### config.mk
export PLATFORM = sky130hd
export DESIGN_NAME = sensor_frame_timer
export DESIGN_NICKNAME = d
export VERILOG_FILES = /design/src/rtl/sft_pkg.sv /design/src/rtl/sft_phase_seq.sv /design/src/rtl/sft_ramp_pattern.sv /design/src/rtl/sft_out_stage.sv /design/src/rtl/sensor_frame_timer.sv
export SDC_FILE = /design/constraint.sdc
export NUM_CORES = 1
export LEC_CHECK = 0
export BUFFER_PORTS_ARGS = -buffer_cell sky130_fd_sc_hd__buf_2
export CAP_MARGIN = 5
export CORE_UTILIZATION = 40
export DETAILED_ROUTE_END_ITERATION = 8
export SLEW_MARGIN = 10
export SYNTH_ARGS = -nofsm -noshare
export SYNTH_HDL_FRONTEND = slang
export SYNTH_SLANG_ARGS = --single-unit
### constraint.sdc
create_clock -name clk -period 9.56 [get_ports clk]
set_input_delay 0.478 -clock clk [delete_from_list [all_inputs] [get_ports clk]]
set_output_delay 0.478 -clock clk [all_outputs]
set_load 0.02 [all_outputs]
### src/rtl/sft_pkg.sv
package sft_pkg;

  localparam int PIX_W = 10;

  typedef enum logic [2:0] {
    PH_VGAP   = 3'd0,
    PH_HEAD   = 3'd1,
    PH_ACTIVE = 3'd2,
    PH_HGAP   = 3'd3,
    PH_TAIL   = 3'd4
  } phase_t;

  // Largest of the interval lengths, used to size the span counter.
  function automatic int span_max(input int a, input int b, input int c,
                                  input int d, input int e);
    int m;
    m = a;
    if (b > m) m = b;
    if (c > m) m = c;
    if (d > m) m = d;
    if (e > m) m = e;
    return m;
  endfunction

  // Test pattern word: (row + column) modulo 2**PIX_W.
  function automatic logic [PIX_W-1:0] ramp_word(input int unsigned row,
                                                 input int unsigned col);
    int unsigned s;
    s = row + col;
    return s[PIX_W-1:0];
  endfunction

  // Clocks during which frame_valid is high.
  function automatic int frame_high_len(input int px, input int rows,
                                        input int hgap, input int head,
                                        input int tail);
    return head + rows * px + (rows - 1) * hgap + tail;
  endfunction

endpackage

### src/rtl/sft_phase_seq.sv
module sft_phase_seq
  import sft_pkg::*;
#(
  parameter int ACTIVE_PIX  = 752,
  parameter int ACTIVE_ROWS = 480,
  parameter int ROW_GAP     = 94,
  parameter int HEAD_GAP    = 71,
  parameter int TAIL_GAP    = 23,
  parameter int FRAME_GAP   = 38074,
  parameter int CNT_W       = 16,
  parameter int ROW_W       = 9
) (
  input  logic             clk,
  input  logic             srst,
  input  logic             enable,
  output phase_t           phase_q,
  output logic [CNT_W-1:0] cnt_q,
  output logic [ROW_W-1:0] row_q,
  output phase_t           phase_d,
  output logic [CNT_W-1:0] cnt_d,
  output logic [ROW_W-1:0] row_d,
  output logic             span_done,
  output logic             last_row
);

  localparam logic [CNT_W-1:0] VGAP_LAST = CNT_W'(FRAME_GAP - 1);
  localparam logic [CNT_W-1:0] HEAD_LAST = CNT_W'(HEAD_GAP - 1);
  localparam logic [CNT_W-1:0] PIX_LAST  = CNT_W'(ACTIVE_PIX - 1);
  localparam logic [CNT_W-1:0] HGAP_LAST = CNT_W'(ROW_GAP - 1);
  localparam logic [CNT_W-1:0] TAIL_LAST = CNT_W'(TAIL_GAP - 1);
  localparam logic [ROW_W-1:0] ROW_LAST  = ROW_W'(ACTIVE_ROWS - 1);

  logic [CNT_W-1:0] span_last;

  always_comb begin
    unique case (phase_q)
      PH_HEAD:   span_last = HEAD_LAST;
      PH_ACTIVE: span_last = PIX_LAST;
      PH_HGAP:   span_last = HGAP_LAST;
      PH_TAIL:   span_last = TAIL_LAST;
      default:   span_last = VGAP_LAST;
    endcase
  end

  assign span_done = (cnt_q == span_last);
  assign last_row  = (row_q == ROW_LAST);

  always_comb begin
    phase_d = phase_q;
    row_d   = row_q;
    cnt_d   = cnt_q + CNT_W'(1);
    if (span_done) begin
      cnt_d = '0;
      unique case (phase_q)
        PH_VGAP: begin
          if (enable) begin
            phase_d = PH_HEAD;
          end else begin
            cnt_d = cnt_q;           // gap elapsed: wait here for enable
          end
        end
        PH_HEAD: begin
          phase_d = PH_ACTIVE;
          row_d   = '0;
        end
        PH_ACTIVE: phase_d = last_row ? PH_TAIL : PH_HGAP;
        PH_HGAP: begin
          phase_d = PH_ACTIVE;
          row_d   = row_q + ROW_W'(1);
        end
        PH_TAIL: phase_d = PH_VGAP;
        default: phase_d = PH_VGAP;
      endcase
    end
  end

  always_ff @(posedge clk) begin
    if (srst) begin
      phase_q <= PH_VGAP;
      cnt_q   <= '0;
      row_q   <= '0;
    end else begin
      phase_q <= phase_d;
      cnt_q   <= cnt_d;
      row_q   <= row_d;
    end
  end

endmodule

### src/rtl/sft_ramp_pattern.sv
module sft_ramp_pattern
  import sft_pkg::*;
#(
  parameter int CNT_W = 16,
  parameter int ROW_W = 9
) (
  input  logic             active,
  input  logic [ROW_W-1:0] row,
  input  logic [CNT_W-1:0] col,
  output logic [PIX_W-1:0] word
);

  always_comb begin
    if (active) word = ramp_word(32'(row), 32'(col));
    else        word = '0;
  end

endmodule

### src/rtl/sft_out_stage.sv
module sft_out_stage
  import sft_pkg::*;
(
  input  logic             clk,
  input  logic             srst,
  input  phase_t           phase_d,
  input  logic [PIX_W-1:0] word_d,
  output logic             fv_q,
  output logic             lv_q,
  output logic [PIX_W-1:0] pix_q
);

  always_ff @(posedge clk) begin
    if (srst) begin
      fv_q  <= 1'b0;
      lv_q  <= 1'b0;
      pix_q <= '0;
    end else begin
      fv_q  <= (phase_d != PH_VGAP);
      lv_q  <= (phase_d == PH_ACTIVE);
      pix_q <= word_d;
    end
  end

endmodule

### src/rtl/sensor_frame_timer.sv
module sensor_frame_timer
  import sft_pkg::*;
#(
  parameter int ACTIVE_PIX  = 752,
  parameter int ACTIVE_ROWS = 480,
  parameter int ROW_GAP     = 94,
  parameter int HEAD_GAP    = 71,
  parameter int TAIL_GAP    = 23,
  parameter int FRAME_GAP   = 38074
) (
  input  logic             clk,
  input  logic             srst,
  input  logic             enable,
  output logic             frame_valid,
  output logic             line_valid,
  output logic [PIX_W-1:0] pix_data
);

  localparam int MAX_SPAN = span_max(ACTIVE_PIX, ROW_GAP, HEAD_GAP,
                                     TAIL_GAP, FRAME_GAP);
  localparam int CNT_W    = $clog2(MAX_SPAN + 1);
  localparam int ROW_W    = $clog2(ACTIVE_ROWS) + 1;

  phase_t           phase_q, phase_d;
  logic [CNT_W-1:0] cnt_q, cnt_d;
  logic [ROW_W-1:0] row_q, row_d;
  logic             span_done;
  logic             last_row;
  logic             next_active;
  logic [PIX_W-1:0] word_d;

  sft_phase_seq #(
    .ACTIVE_PIX (ACTIVE_PIX),
    .ACTIVE_ROWS(ACTIVE_ROWS),
    .ROW_GAP    (ROW_GAP),
    .HEAD_GAP   (HEAD_GAP),
    .TAIL_GAP   (TAIL_GAP),
    .FRAME_GAP  (FRAME_GAP),
    .CNT_W      (CNT_W),
    .ROW_W      (ROW_W)
  ) u_seq (
    .clk      (clk),
    .srst     (srst),
    .enable   (enable),
    .phase_q  (phase_q),
    .cnt_q    (cnt_q),
    .row_q    (row_q),
    .phase_d  (phase_d),
    .cnt_d    (cnt_d),
    .row_d    (row_d),
    .span_done(span_done),
    .last_row (last_row)
  );

  assign next_active = (phase_d == PH_ACTIVE);

  sft_ramp_pattern #(
    .CNT_W(CNT_W),
    .ROW_W(ROW_W)
  ) u_ramp (
    .active(next_active),
    .row   (row_d),
    .col   (cnt_d),
    .word  (word_d)
  );

  sft_out_stage u_out (
    .clk    (clk),
    .srst   (srst),
    .phase_d(phase_d),
    .word_d (word_d),
    .fv_q   (frame_valid),
    .lv_q   (line_valid),
    .pix_q  (pix_data)
  );

endmodule

==> summary.md, run 1 <==
| Metric | Value |
|---|---|
| Status | finished clean |
| FILL cells | ~620 |
| CTS tree | built |
| Clk buf depth | 2 |
| Slew HR | around two fifths |
| CTS root buf | clkbuf_8 |
| Synth top area share | between 30% and 40% |
| Starting Density | 41.7% |
| Htree depth | 2 |
| Post-synthesis compound-gate area fraction | 15.9% |
| Synth cell types | about 50 |
| Yosys top cell by area | dfxtp_1 |
| Fin. Hold Viols | 0 |
| Pleak | ~0.0011 uW |
| Vias | roughly 2200 |
| Vias/cell | between 5 and 6 |
| Iter 0 DRT Violations | 150 |
| CP required | between 9000 and 10000 ps |
| Global route overflow | 0 |
| Overall power | between 300 and 400 uW |
| Final GP Congestion | ~0.85 |
| Endpoint type of the worst setup path | flop |
| Syn nets | between 300 and 400 |
| Final setup viols | 0 |
| Post-synthesis mux area share | 3.72% |
| Minimum clock period | between 4000 and 5000 ps |
| Max-slew violation count | 0 |
| Total GRT Usage | 18.8% |
| Async set or reset register ratio after synthesis | 0% |
| Share of cells above drive strength 1 | a little over a tenth |
| #FFs+latches synth | 41 |
| Top FF cell, synth | dfxtp_1 |
| Max_cap viols | 0 |
| ANT cells | 0 |
| Seq. cell area | between 800 and 900 um^2 |
| Top Ports | 15 |
| Worst VDD drop | ~0.076 mV |
| Final nets | between 300 and 400 |
| Top cells by area, synth | dfxtp_1, ha_1, nor2_1 |
| Initial antenna violation count | 0 |
| Post-Synth Adder-Cell Area | around 6.3% |
| Routed len/inst | 14.3 um |
| Worst Max-Slew Pin Slew | between 800 and 900 ps |
| Vias in the first global route | approximately 1900 |
| WP data arrival | approximately 4800 ps |
| RSZ-0062 raised after global routing | no |
| Fin Setup TNS | 0 ps |
| Core Rows | 28 |
| Cts repair resizes | 0 |
| Die ar. | about 6500 um^2 |
| Post-synth top cells | dfxtp_1, nor2_1, nand2_1 |
| Fmax | approximately 220 MHz |
| Synthesis-to-layout area growth | 9.46% |
| Number of enable flip-flop cells after synthesis | 0 |
| Max FO, Critical Path | 26 |
| Clk sinks | 41 |
| IO Port Bufs | 14 |
| Warnings from Yosys | 0 |
| Post-synthesis instance area | approximately 2500 um^2 |
| Routed Antenna Nets | 0 |
| Count leader, synth | dfxtp_1 |
| Clk slew on worst S/H paths | ~80 ps |
| Core area | roughly 6000 um^2 |
| Post-CTS Setup Inserts | 0 |
| Seq/Total Area, Yosys | 33.0% |
| PwrDens | 122 nW/um^2 |
| Post-Synth XOR/XNOR Area | between 5 and 6% |
| Die H | ~81 um |
| DRT Wirelength | roughly 5600 um |
| Post-Synth Simple-Gate Area | between 30% and 40% |
| Worst Skew | 8.16 ps |
| Hold-fix buffers, CTS | 0 |
| Area of the multi-input gates | approximately 1600 um^2 |
| Post-Synthesis Cells | 306 |
| CTS Buf Count | 5 |
| CP Class | reg -> reg |
| Final Util | between 40% and 50% |
| Mapped Avg Cell Area | between 8 and 9 um^2 |
| Startpoint class of the critical path | flop |
| DP HPWL | 4100 um |
| Largest family of logic cells by synthesized area | simple AND/OR/NAND/NOR gates |
| Residual DRC | 0 |
| Chip width | ~81 um |
| Period utilisation layout | 48.2% |
| Clock latency on the worst-skew pair | between 200 and 300 ps |
| Hold WC Path Type | in -> reg |
| Largest net degree at the start of global routing | 32 |
| First-pass GRT wire length | ~9400 um |
| First-pass DRT Iterations | 4 |
## through the flow
stage	area [um^2]	setup WS (ps)	hold WS [ps]	std cells
after floorplan	2490	5970	496	306
after global placement	2610	5050	529	384
after detailed placement	2610	4940	541	384
after CTS	2720	4940	449	392
after global routing	2720	4510	455	392
final	2720	4950	448	392
## sequential cells by signal, indices dropped and copies added, names as in the netlist
signal / cells
u_seq.cnt_q: 16
u_out.pix_q: 10
u_seq.row_q: 10
u_seq.phase_q: 3
u_out.fv_q: 1
u_out.lv_q: 1
## power breakdown
part           switching, uW  internal, uW
combinational           6.38          4.08
sequential              2.81           172
clock                   60.9          85.2
total                   70.1           261
## area by class of cell
type | instances | share of cell area, %
multi-input cells | 246 | 58.3
flip-flops and latches | 41 | 30.2
well taps | 75 | 3.45
clock buffers | 7 | 3.17
repair buffers | 15 | 2.85
clock inverters | 1 | 1.10
inverters | 7 | 0.966
## metal layers
| metal | GRT usage [%] | vias up | part of all wire, % | routed length, um |
|---|---|---|---|---|
| li1 | - | 1132 | - | - |
| met3 | 3.93 | 2 | 4.9 | 277 |
| met2 | 29.7 | 50 | 45 | 2510 |
| met5 | 0 | - | 0 | 0 |
| met1 | 26.2 | 996 | 50 | 2820 |
| met4 | 3.75 | 0 | 0.34 | 19 |
## critical path: stages (launching register included)
cell and delay [ps]:
dfxtp_1 900, nor3_1 240, or3_1 480, a211oi_1 260
o211ai_1 110, buf_4 200, a21oi_1 430, a21oi_1 130
ha_1 280, fa_1 400, a21o_1 190, a21oi_1 200
nor2b_1 100, o31ai_1 250, a21oi_1 120, xnor2_1 150
nor2_1 50
## cell families after synthesis
| kind of cell | Yosys count |
|---|---|
| multiplexers | 9 |
| buffers and inverters | 19 |
| adder cells (fa/ha/maj) | 12 |
| AO/OA/AOI/OAI | 61 |
| AND/OR/NAND/NOR | 147 |
| XOR/XNOR | 17 |
| flip-flops | 41 |
## path summary, 6_finish.rpt
check / start / endpoint / slack (ps) / depth (start not counted)
setup / recovery: u_seq.phase_q[1]$_SDFF_PP0_ / u_out.pix_q[8]$_SDFF_PP0_ / 4950 / 16
hold / removal: enable / u_out.fv_q$_SDFF_PP0_ / 450 / 3
setup reg to reg: u_seq.phase_q[1]$_SDFF_PP0_ / u_out.pix_q[8]$_SDFF_PP0_ / 4950 / 16
hold reg to reg: u_seq.row_q[1]$_SDFF_PP0_ / u_seq.row_q[1]$_SDFF_PP0_ / 550 / 2
## placed cells by master (no fill, tap or decap), types with 2 or more instances in the layout
master     Yosys  layout
a211oi_1       4       4
a21o_1         3       3
a21oi_1       21      21
a31oi_1        3       3
and3_1         6       6
buf_2          6      14
clkbuf_8       0       6
dfxtp_1       41      41
ha_1          11      11
inv_1          7       7
mux2_2         2       2
mux2i_1        7       7
nand2_1       28      28
nand2b_1       3       3
nand3_1       18      18
nand3b_1       4       4
nand4_1        5       5
nor2_1        33      33
nor2b_1        7       7
nor3_1        14      14
nor3b_1        6       6
nor4_1         2       2
o2111ai_1      2       2
o211ai_1       4       4
o21a_1         3       3
o21ai_0        9       9
o21bai_1       2       2
o31ai_1        3       3
or2_2          4       4
or3_1          5       5
or4b_1         2       2
xnor2_1        6       6
xor2_1        11      11
No activity file was read; power rests on OpenSTA's default activity.
==> inputs of run 2 (changes only) <==
ABC_AREA = 1   (was not set)
clock period = 4.05 ns   (was 9.56 ns; I/O delays follow)
==> run 2 against run 1 <==
Against the previous run: first-iteration DRC count increased by 6.7%; critical path depth increased by 8; utilization grew 0.52 points; power grew 140%; non-clock buffer count increased by 1; synthesized area increased by 8.4%; sequential cell count unchanged; die area rose by 8.2%; fmax grew 26%; critical endpoint unchanged; largest cell class unchanged.
==> summary.md, run 2 <==
| Metric | Value |
|---|---|
| Status | finished clean (unchanged) |
| Total GRT Usage | 20.5% (was 18.8%) |
| Residual DRC | 0 (unchanged) |
| Largest register FFs | 16 (unchanged) |
| CP required | 4240 ps (was 9730 ps) |
| DRT Wirelength | 6570 um (was 5620 um) |
| Top cells by area, synth | dfxtp_1, nand2_1, nor2_1 (was dfxtp_1, ha_1, nor2_1) |
| Iter 0 DRT Violations | 160 (was 150) |
| Mapped Avg Cell Area | 6.51 um^2 (was 8.12 um^2) |
| Part of the power in registers | 52.5% (was 52.7%) |
| Max incr delay on CP | 430 ps (was 900 ps) |
| Hold Path Depth | 2 (was 3) |
| IO Port Bufs | 14 (unchanged) |
| Async set or reset register ratio after synthesis | 0% (unchanged) |
| First-pass DRT Iterations | 5 (was 4) |
| Startpoint class of the critical path | flop (unchanged) |
| Final GP Congestion | 0.965 (was 0.849) |
| Htree depth | 2 (unchanged) |
| Number of enable flip-flop cells after synthesis | 0 (unchanged) |
| Period utilisation layout | 90.1% (was 48.2%) |
| Worst VDD drop | 0.161 mV (was 0.0763 mV) |
| Count leader, synth | nand2_1 (was dfxtp_1) |
| Dpl ws | 217 ps (was 4940 ps) |
| Routed len/inst | 12.9 um (was 14.3 um) |
| DP HPWL | 5270 um (was 4100 um) |
| Initial antenna violation count | 0 (unchanged) |
| Final hold slack | 343 ps (was 448 ps) |
| Vias/cell | 5.03 (was 5.56) |
| Die H | 84.1 um (was 80.8 um) |
| Top FF cell, synth | dfxtp_1 (unchanged) |
| Biggest register | u_seq.cnt_q (unchanged) |
| Largest regs | u_seq.cnt_q: 16 flops, u_out.pix_q: 10 flops, u_seq.row_q: 10 flops (unchanged) |
| Top Ports | 15 (unchanged) |
| Clock share of power | 43.3% (was 44.1%) |
| Die ar. | 7070 um^2 (was 6530 um^2) |
| CP Class | reg -> reg (unchanged) |
| Hold path startpoint | srst (was enable) |
| Most used cell, CP | nand2_1 (was a21oi_1) |
| Placed cells | 501 (was 384) |
| Worst r2r dst | u_out.pix_q[8]$_SDFF_PP0_ (unchanged) |
| Cell Count, Final, Fillers Out | 511 (was 392) |
| Core area | 6420 um^2 (was 5960 um^2) |
| Max-slew violation count | 0 (unchanged) |
| Clk slew on worst S/H paths | 90 ps (was 80 ps) |
| Pleak | 0.00146 uW (was 0.00115 uW) |
| Seq/Total Area, Yosys | 30.5% (was 33.0%) |
| Switching pwr | 178 uW (was 70.1 uW) |
| R2R Setup Slk | 400 ps (was 4950 ps) |
| Final nets | 448 (was 331) |
| Synthesis-to-layout area growth | 10.2% (was 9.46%) |
| Most frequent cells in the layout | nand2_1, nor2_1, inv_1 (was dfxtp_1, nor2_1, nand2_1) |
| Chip width | 84.1 um (was 80.8 um) |
| Overall power | 780 uW (was 331 uW) |
| CTS Buf Count | 5 (unchanged) |
| WP data arrival | 3840 ps (was 4780 ps) |
| Warnings from Yosys | 0 (unchanged) |
| #FFs+latches synth | 41 (unchanged) |
| Worst Max-Slew Pin Slew | 571 ps (was 875 ps) |
| Post-synth top cells | nand2_1, nor2_1, inv_1 (was dfxtp_1, nor2_1, nand2_1) |
| CP max-delay cell | dfxtp_2 (was dfxtp_1) |
| Pint | 602 uW (was 261 uW) |
| Combinational power share | 4.3% (was 3.2%) |
| Clock latency on the worst-skew pair | 300 ps (was 290 ps) |
| First-pass GRT wire length | 11500 um (was 9380 um) |
| Global route overflow | 0 (unchanged) |
| CTS tree | built (unchanged) |
| Max FO, Critical Path | 11 (was 26) |
| Minimum clock period | 3650 ps (was 4610 ps) |
| Post-Synthesis Cells | 414 (was 306) |
| Vias in the first global route | 2514 (was 1935) |
| Clk buf depth | 2 (unchanged) |
| Fin. Hold Viols | 0 (unchanged) |
| Synth top area share | 30.5% (was 33.0%) |
| PwrDens | 263 nW/um^2 (was 122 nW/um^2) |
| Routed Antenna Nets | 0 (unchanged) |
| Largest net degree at the start of global routing | 27 (was 32) |
| Crit-path cells | nor2_2 > nand2_1 > nand2_1 > nor2_1 > nand2_1 > nand2_1 > inv_2 > nor2_8 > nand3_4 > nor2_4 > nand2_1 > o21ai_1 > inv_1 > ha_1 > fa_1 > nand3_1 > nand2_1 > nand2_1 > nand2_1 > a21oi_1 > nor2_1 > o21ai_1 > a21o_1 > a21oi_2 (was nor3_1 > or3_1 > a211oi_1 > o211ai_1 > buf_4 > a21oi_1 > a21oi_1 > ha_1 > fa_1 > a21o_1 > a21oi_1 > nor2b_1 > o31ai_1 > a21oi_1 > xnor2_1 > nor2_1) |
| RSZ-0062 raised after global routing | no (unchanged) |
| Share of cells above drive strength 1 | 14.3% (was 10.4%) |
| Yosys top cell by area | dfxtp_1 (unchanged) |
| ANT cells | 0 (unchanged) |
| Endpoint, Worst Hold | u_seq.row_q[3]$_SDFF_PP0_ (was u_out.fv_q$_SDFF_PP0_) |
| Core Rows | 29 (was 28) |
| Setup ws final | 401 ps (was 4950 ps) |
| Max_cap viols | 0 (unchanged) |
| R2r startpoint | u_seq.phase_q[1]$_SDFF_PP0_ (unchanged) |
| CTS root buf | clkbuf_8 (unchanged) |
| Endpoint type of the worst setup path | flop (unchanged) |
| Vias | 2570 (was 2180) |
| R2R depth | 24 (was 16) |
| Net Sw Frac | 22.9% (was 21.2%) |
| Clk sinks | 41 (unchanged) |
| Final setup viols | 0 (unchanged) |
| Fin Setup TNS | 0 ps (unchanged) |
| Fmax | 274 MHz (was 217 MHz) |
| Worst Skew | 10.3 ps (was 8.16 ps) |
| Starting Density | 41.9% (was 41.7%) |
| Synth cell types | 30 (was 51) |
| Slew HR | 61.6% (was 41.6%) |
| Syn nets | 429 (was 321) |
| Most common cell after layout, fill and taps aside | nand2_1 (was dfxtp_1) |
| Hold WC Path Type | in -> reg (unchanged) |
| FILL cells | 670 (was 621) |
| Post-synthesis instance area | 2690 um^2 (was 2490 um^2) |
[run 2: cell types whose count changed in the layout (fill, tap and decap cells not counted), moves of 5 or more]
cell and change:
nand2_1 +66, inv_1 +50, nor2_1 +29, nand2_2 +11, nand3_1 +9, inv_2 +8, mux2i_1 -7, nor2b_1 -7
and3_1 -6, nor3b_1 -6, or3_1 -5
[run 2: cell families after synthesis]
kind of cell	synth area share (%)
AND/OR/NAND/NOR	40.1
buffers and inverters	9.89
XOR/XNOR	4.23
flip-flops	30.5
adder cells (fa/ha/maj)	5.85
AO/OA/AOI/OAI	9.48
[run 2: power by group through the flow]
stage	Clock [uW]	Combinational, uW	Sequential, uW
2_1_floorplan	0	26.1	417
3_3_place_gp	0	34.1	419
3_5_place_dp	0	32.9	419
4_1_cts	348	33.5	409
5_1_grt	364	38.3	410
6_report	338	33.2	409
[run 2: layout make-up]
cell class / instances / area, um^2 / share of cell area (%)
Clock buffer: 6 / 72.6 / 2.45
Tap cell: 77 / 96.3 / 3.25
Timing Repair Buffer: 16 / 85.1 / 2.87
Multi-Input combinational cell: 304 / 1610 / 54.1
Inverter: 65 / 244 / 8.22
Clock inverter: 2 / 38.8 / 1.31
Sequential cell: 41 / 825 / 27.8
[run 2: stage by stage]
step | instance area [um^2] | util [%]
finish | 2970 | 46.2
global route | 2970 | 46.2
CTS | 2950 | 45.9
detailed placement | 2840 | 44.2
global placement | 2840 | 44.2
floorplan | 2690 | -
[run 2: metal layers]
metal | up-vias | share of wire [%] | global-route usage [%]
met5 | - | 0 | 0
met4 | 0 | 2.3 | 8.46
met3 | 11 | 3.0 | 3.17
met2 | 42 | 45 | 33.2
met1 | 1160 | 50 | 27.0
li1 | 1357 | - | -
[run 2: worst max-delay path by stage]
stage	from	to	depth (start not counted)
after detailed placement	u_seq.phase_q[1]$_SDFF_PP0_	u_out.pix_q[8]$_SDFF_PP0_	24
after CTS	u_seq.phase_q[1]$_SDFF_PP0_	u_out.pix_q[8]$_SDFF_PP0_	24
after floorplan	u_seq.phase_q[2]$_SDFF_PP0_	u_out.pix_q[8]$_SDFF_PP0_	24
after global routing	u_seq.phase_q[0]$_SDFF_PP0_	u_out.pix_q[8]$_SDFF_PP0_	23
final	u_seq.phase_q[1]$_SDFF_PP0_	u_out.pix_q[8]$_SDFF_PP0_	24
after global placement	u_seq.phase_q[1]$_SDFF_PP0_	u_out.pix_q[8]$_SDFF_PP0_	24
[run 2: worst max-delay path: cells and delay by family, from the launching register on]
family	cells	cell delay, ps
simple gates	15	1680
fa+ha+maj	2	650
flops	1	430
buf+inv	2	130
compound gates	5	660
[run 2: what timing repair did]
item                       in CTS  in global routing
buffers inserted                0                  2
resized for setup               0                  4
setup endpoints to repair       0                  1
hold buffers                    0                  0
==> inputs of run 3 (changes only) <==
clock period = 3.89 ns   (was 4.05 ns; I/O delays follow)
==> run 3 against run 2 <==
Against the previous run: fmax is 2.8% higher; power is 4.8% higher; setup slack worse by 59 ps; combinational power is 5% higher; critical endpoint is now u_out.pix_q[7]$_SDFF_PP0_.
==> summary.md, run 3 (same netlist as run 2, synthesis figures left out) <==
| Metric | Value |
|---|---|
| CP required | 4140 ps (was 4240 ps) |
| Status | finished clean (unchanged) |
| Htree depth | 2 (unchanged) |
| R2R depth | 20 (was 24) |
| Final nets | 453 (was 448) |
| Most common cell after layout, fill and taps aside | nand2_1 (unchanged) |
| Chip width | 84.1 um (unchanged) |
| WP data arrival | 3800 ps (was 3840 ps) |
| IO Port Bufs | 14 (unchanged) |
| Clk sinks | 41 (unchanged) |
| Startpoint class of the critical path | flop (unchanged) |
| Core Rows | 29 (unchanged) |
| First-pass GRT wire length | 11300 um (was 11500 um) |
| Minimum clock period | 3550 ps (was 3650 ps) |
| Setup ws final | 342 ps (was 401 ps) |
| Slew HR | 65.5% (was 61.6%) |
| Worst VDD drop | 0.136 mV (was 0.161 mV) |
| FILL cells | 653 (was 670) |
| Largest net degree at the start of global routing | 27 (unchanged) |
| Final GP Congestion | 0.965 (about the same) |
| Period utilisation layout | 91.2% (was 90.1%) |
| Fmax | 282 MHz (was 274 MHz) |
| Max-slew violation count | 0 (unchanged) |
| Worst Skew | 10.5 ps (was 10.3 ps) |
| Bufs and invs on worst path | 2 (unchanged) |
| Dpl ws | 109 ps (was 217 ps) |
| CTS Buf Count | 5 (unchanged) |
| Total GRT Usage | 20.6% (was 20.5%) |
| Max incr delay on CP | 440 ps (was 430 ps) |
| Die H | 84.1 um (unchanged) |
| CP Class | reg -> reg (unchanged) |
| Fin Setup TNS | 0 ps (unchanged) |
| Fin. Hold Viols | 0 (unchanged) |
| Worst r2r dst | u_out.pix_q[7]$_SDFF_PP0_ (was u_out.pix_q[8]$_SDFF_PP0_) |
| Share of cells above drive strength 1 | 15.7% (was 14.3%) |
| R2r startpoint | u_seq.phase_q[1]$_SDFF_PP0_ (unchanged) |
| Most frequent cells in the layout | nand2_1, nor2_1, inv_1 (unchanged) |
| Residual DRC | 0 (unchanged) |
| Critical path's top delay family | simple AND/OR/NAND/NOR gates (unchanged) |
| CTS tree | built (unchanged) |
| First-pass DRT Iterations | 5 (unchanged) |
| DP HPWL | 5270 um (about the same) |
| Clock latency on the worst-skew pair | 310 ps (was 300 ps) |
| Clk slew on worst S/H paths | 90 ps (about the same) |
| Initial antenna violation count | 0 (unchanged) |
| Hold path startpoint | srst (unchanged) |
| Seq. cell area | 827 um^2 (was 825 um^2) |
| Top Ports | 15 (unchanged) |
| Max_cap viols | 0 (unchanged) |
| PwrDens | 270 nW/um^2 (was 263 nW/um^2) |
| Pleak | 0.00148 uW (was 0.00146 uW) |
| Area of the multi-input gates | 1620 um^2 (was 1610 um^2) |
| Starting Density | 41.9% (unchanged) |
| Synthesis-to-layout area growth | 12.2% (was 10.2%) |
| Endpoint type of the worst setup path | flop (unchanged) |
| Largest register FFs | 16 (unchanged) |
| Hold Path Depth | 2 (unchanged) |
| Iter 0 DRT Violations | 121 (was 160) |
| R2R Setup Slk | 340 ps (was 400 ps) |
| ANT cells | 0 (unchanged) |
| Final hold slack | 319 ps (was 343 ps) |
| Clk buf depth | 2 (unchanged) |
| Core area | 6420 um^2 (unchanged) |
| Vias in the first global route | 2475 (was 2514) |
| Endpoint, Worst Hold | u_seq.cnt_q[9]$_SDFF_PP0_ (was u_seq.row_q[3]$_SDFF_PP0_) |
| Die ar. | 7070 um^2 (unchanged) |
| Hold WC Path Type | in -> reg (unchanged) |
| Largest regs | u_seq.cnt_q: 16 flops, u_out.pix_q: 10 flops, u_seq.row_q: 10 flops (unchanged) |
| CP max-delay cell | dfxtp_2 (unchanged) |
| Final setup viols | 0 (unchanged) |
| Biggest register | u_seq.cnt_q (unchanged) |
| Vias | 2638 (was 2570) |
| Global route overflow | 0 (unchanged) |
| Crit-path cells | nand3_1 > nand2_1 > nand3_1 > nor2_2 > nand2_1 > nor2_4 > nand3_4 > nor2_4 > buf_4 > nor2_1 > a21oi_1 > inv_1 > ha_1 > nand2_1 > nor3_1 > a21oi_1 > nor2_1 > nor2_1 > or2_2 > a21oi_2 (was nor2_2 > nand2_1 > nand2_1 > nor2_1 > nand2_1 > nand2_1 > inv_2 > nor2_8 > nand3_4 > nor2_4 > nand2_1 > o21ai_1 > inv_1 > ha_1 > fa_1 > nand3_1 > nand2_1 > nand2_1 > nand2_1 > a21oi_1 > nor2_1 > o21ai_1 > a21o_1 > a21oi_2) |
| Routed Antenna Nets | 0 (unchanged) |
| Routed len/inst | 13.2 um (was 12.9 um) |
| Vias/cell | 5.11 (was 5.03) |
| Worst Max-Slew Pin Slew | 513 ps (was 571 ps) |
| DRT Wirelength | 6810 um (was 6570 um) |
| Max FO, Critical Path | 8 (was 11) |
| CTS root buf | clkbuf_8 (unchanged) |
==> run 3: changes by cell type in the layout (fill, tap and decap cells not counted) <==
cell	previous run	this run
nand2_1	94	93
nand2_2	11	12
dfxtp_4	0	1
nor2_1	62	61
dfxtp_2	3	2
buf_4	2	7
nor2_4	3	5
nor2_2	4	3
==> run 3: through the flow <==
| step | cell area [um^2] | instances | total power, uW | util (%) |
|---|---|---|---|---|
| global placement | 2840 | 501 | 471 | 44.2 |
| CTS | 2950 | 509 | 830 | 45.9 |
| global route | 3020 | 516 | 854 | 47.1 |
| detailed placement | 2840 | 501 | 471 | 44.2 |
| floorplan | 2690 | 414 | 461 | - |
| finish | 3020 | 516 | 817 | 47.1 |
==> run 3: layout make-up <==
class,count,area share (%)
timing repair buffer,21,4.06
tap,77,3.19
inverter,65,8.07
clock inverter,2,1.28
multi-input combinational,304,53.6
clock buffer,6,2.40
sequential,41,27.4
==> run 3: what timing repair did <==
item	CTS	global route
setup endpoints to repair	0	3
gates resized for setup	0	9
hold buffers	0	0
buffers inserted	0	7
endpoints found under the hold margin	0	0
==> run 3: worst max path at each step <==
stage                                            from                         to  slack [ps]  cells after the start
after floorplan           u_seq.phase_q[2]$_SDFF_PP0_  u_out.pix_q[8]$_SDFF_PP0_         690                     24
after global placement    u_seq.phase_q[1]$_SDFF_PP0_  u_out.pix_q[8]$_SDFF_PP0_         190                     24
after detailed placement  u_seq.phase_q[1]$_SDFF_PP0_  u_out.pix_q[8]$_SDFF_PP0_         110                     24
after CTS                 u_seq.phase_q[1]$_SDFF_PP0_  u_out.pix_q[8]$_SDFF_PP0_          80                     24
after global routing      u_seq.phase_q[2]$_SDFF_PP0_  u_out.pix_q[8]$_SDFF_PP0_         -30                     23
final                     u_seq.phase_q[1]$_SDFF_PP0_  u_out.pix_q[7]$_SDFF_PP0_         340                     20
==> run 3: per-layer routing <==
layer  global-route usage, %  routed length [um]  up-vias
met5                       0                   0        -
met4                    9.72                 185        0
li1                        -                   -     1363
met2                    32.6                3040       83
met3                    4.45                 405       14
met1                    26.7                3180     1178
==> run 3: power breakdown <==
group / leakage [uW] / internal (uW) / total, uW / switching (uW)
logic: 0.00110 / 11.7 / 34.9 / 23.2
clock network: 0.0000554 / 193 / 357 / 164
registers: 0.000333 / 421 / 425 / 4.21
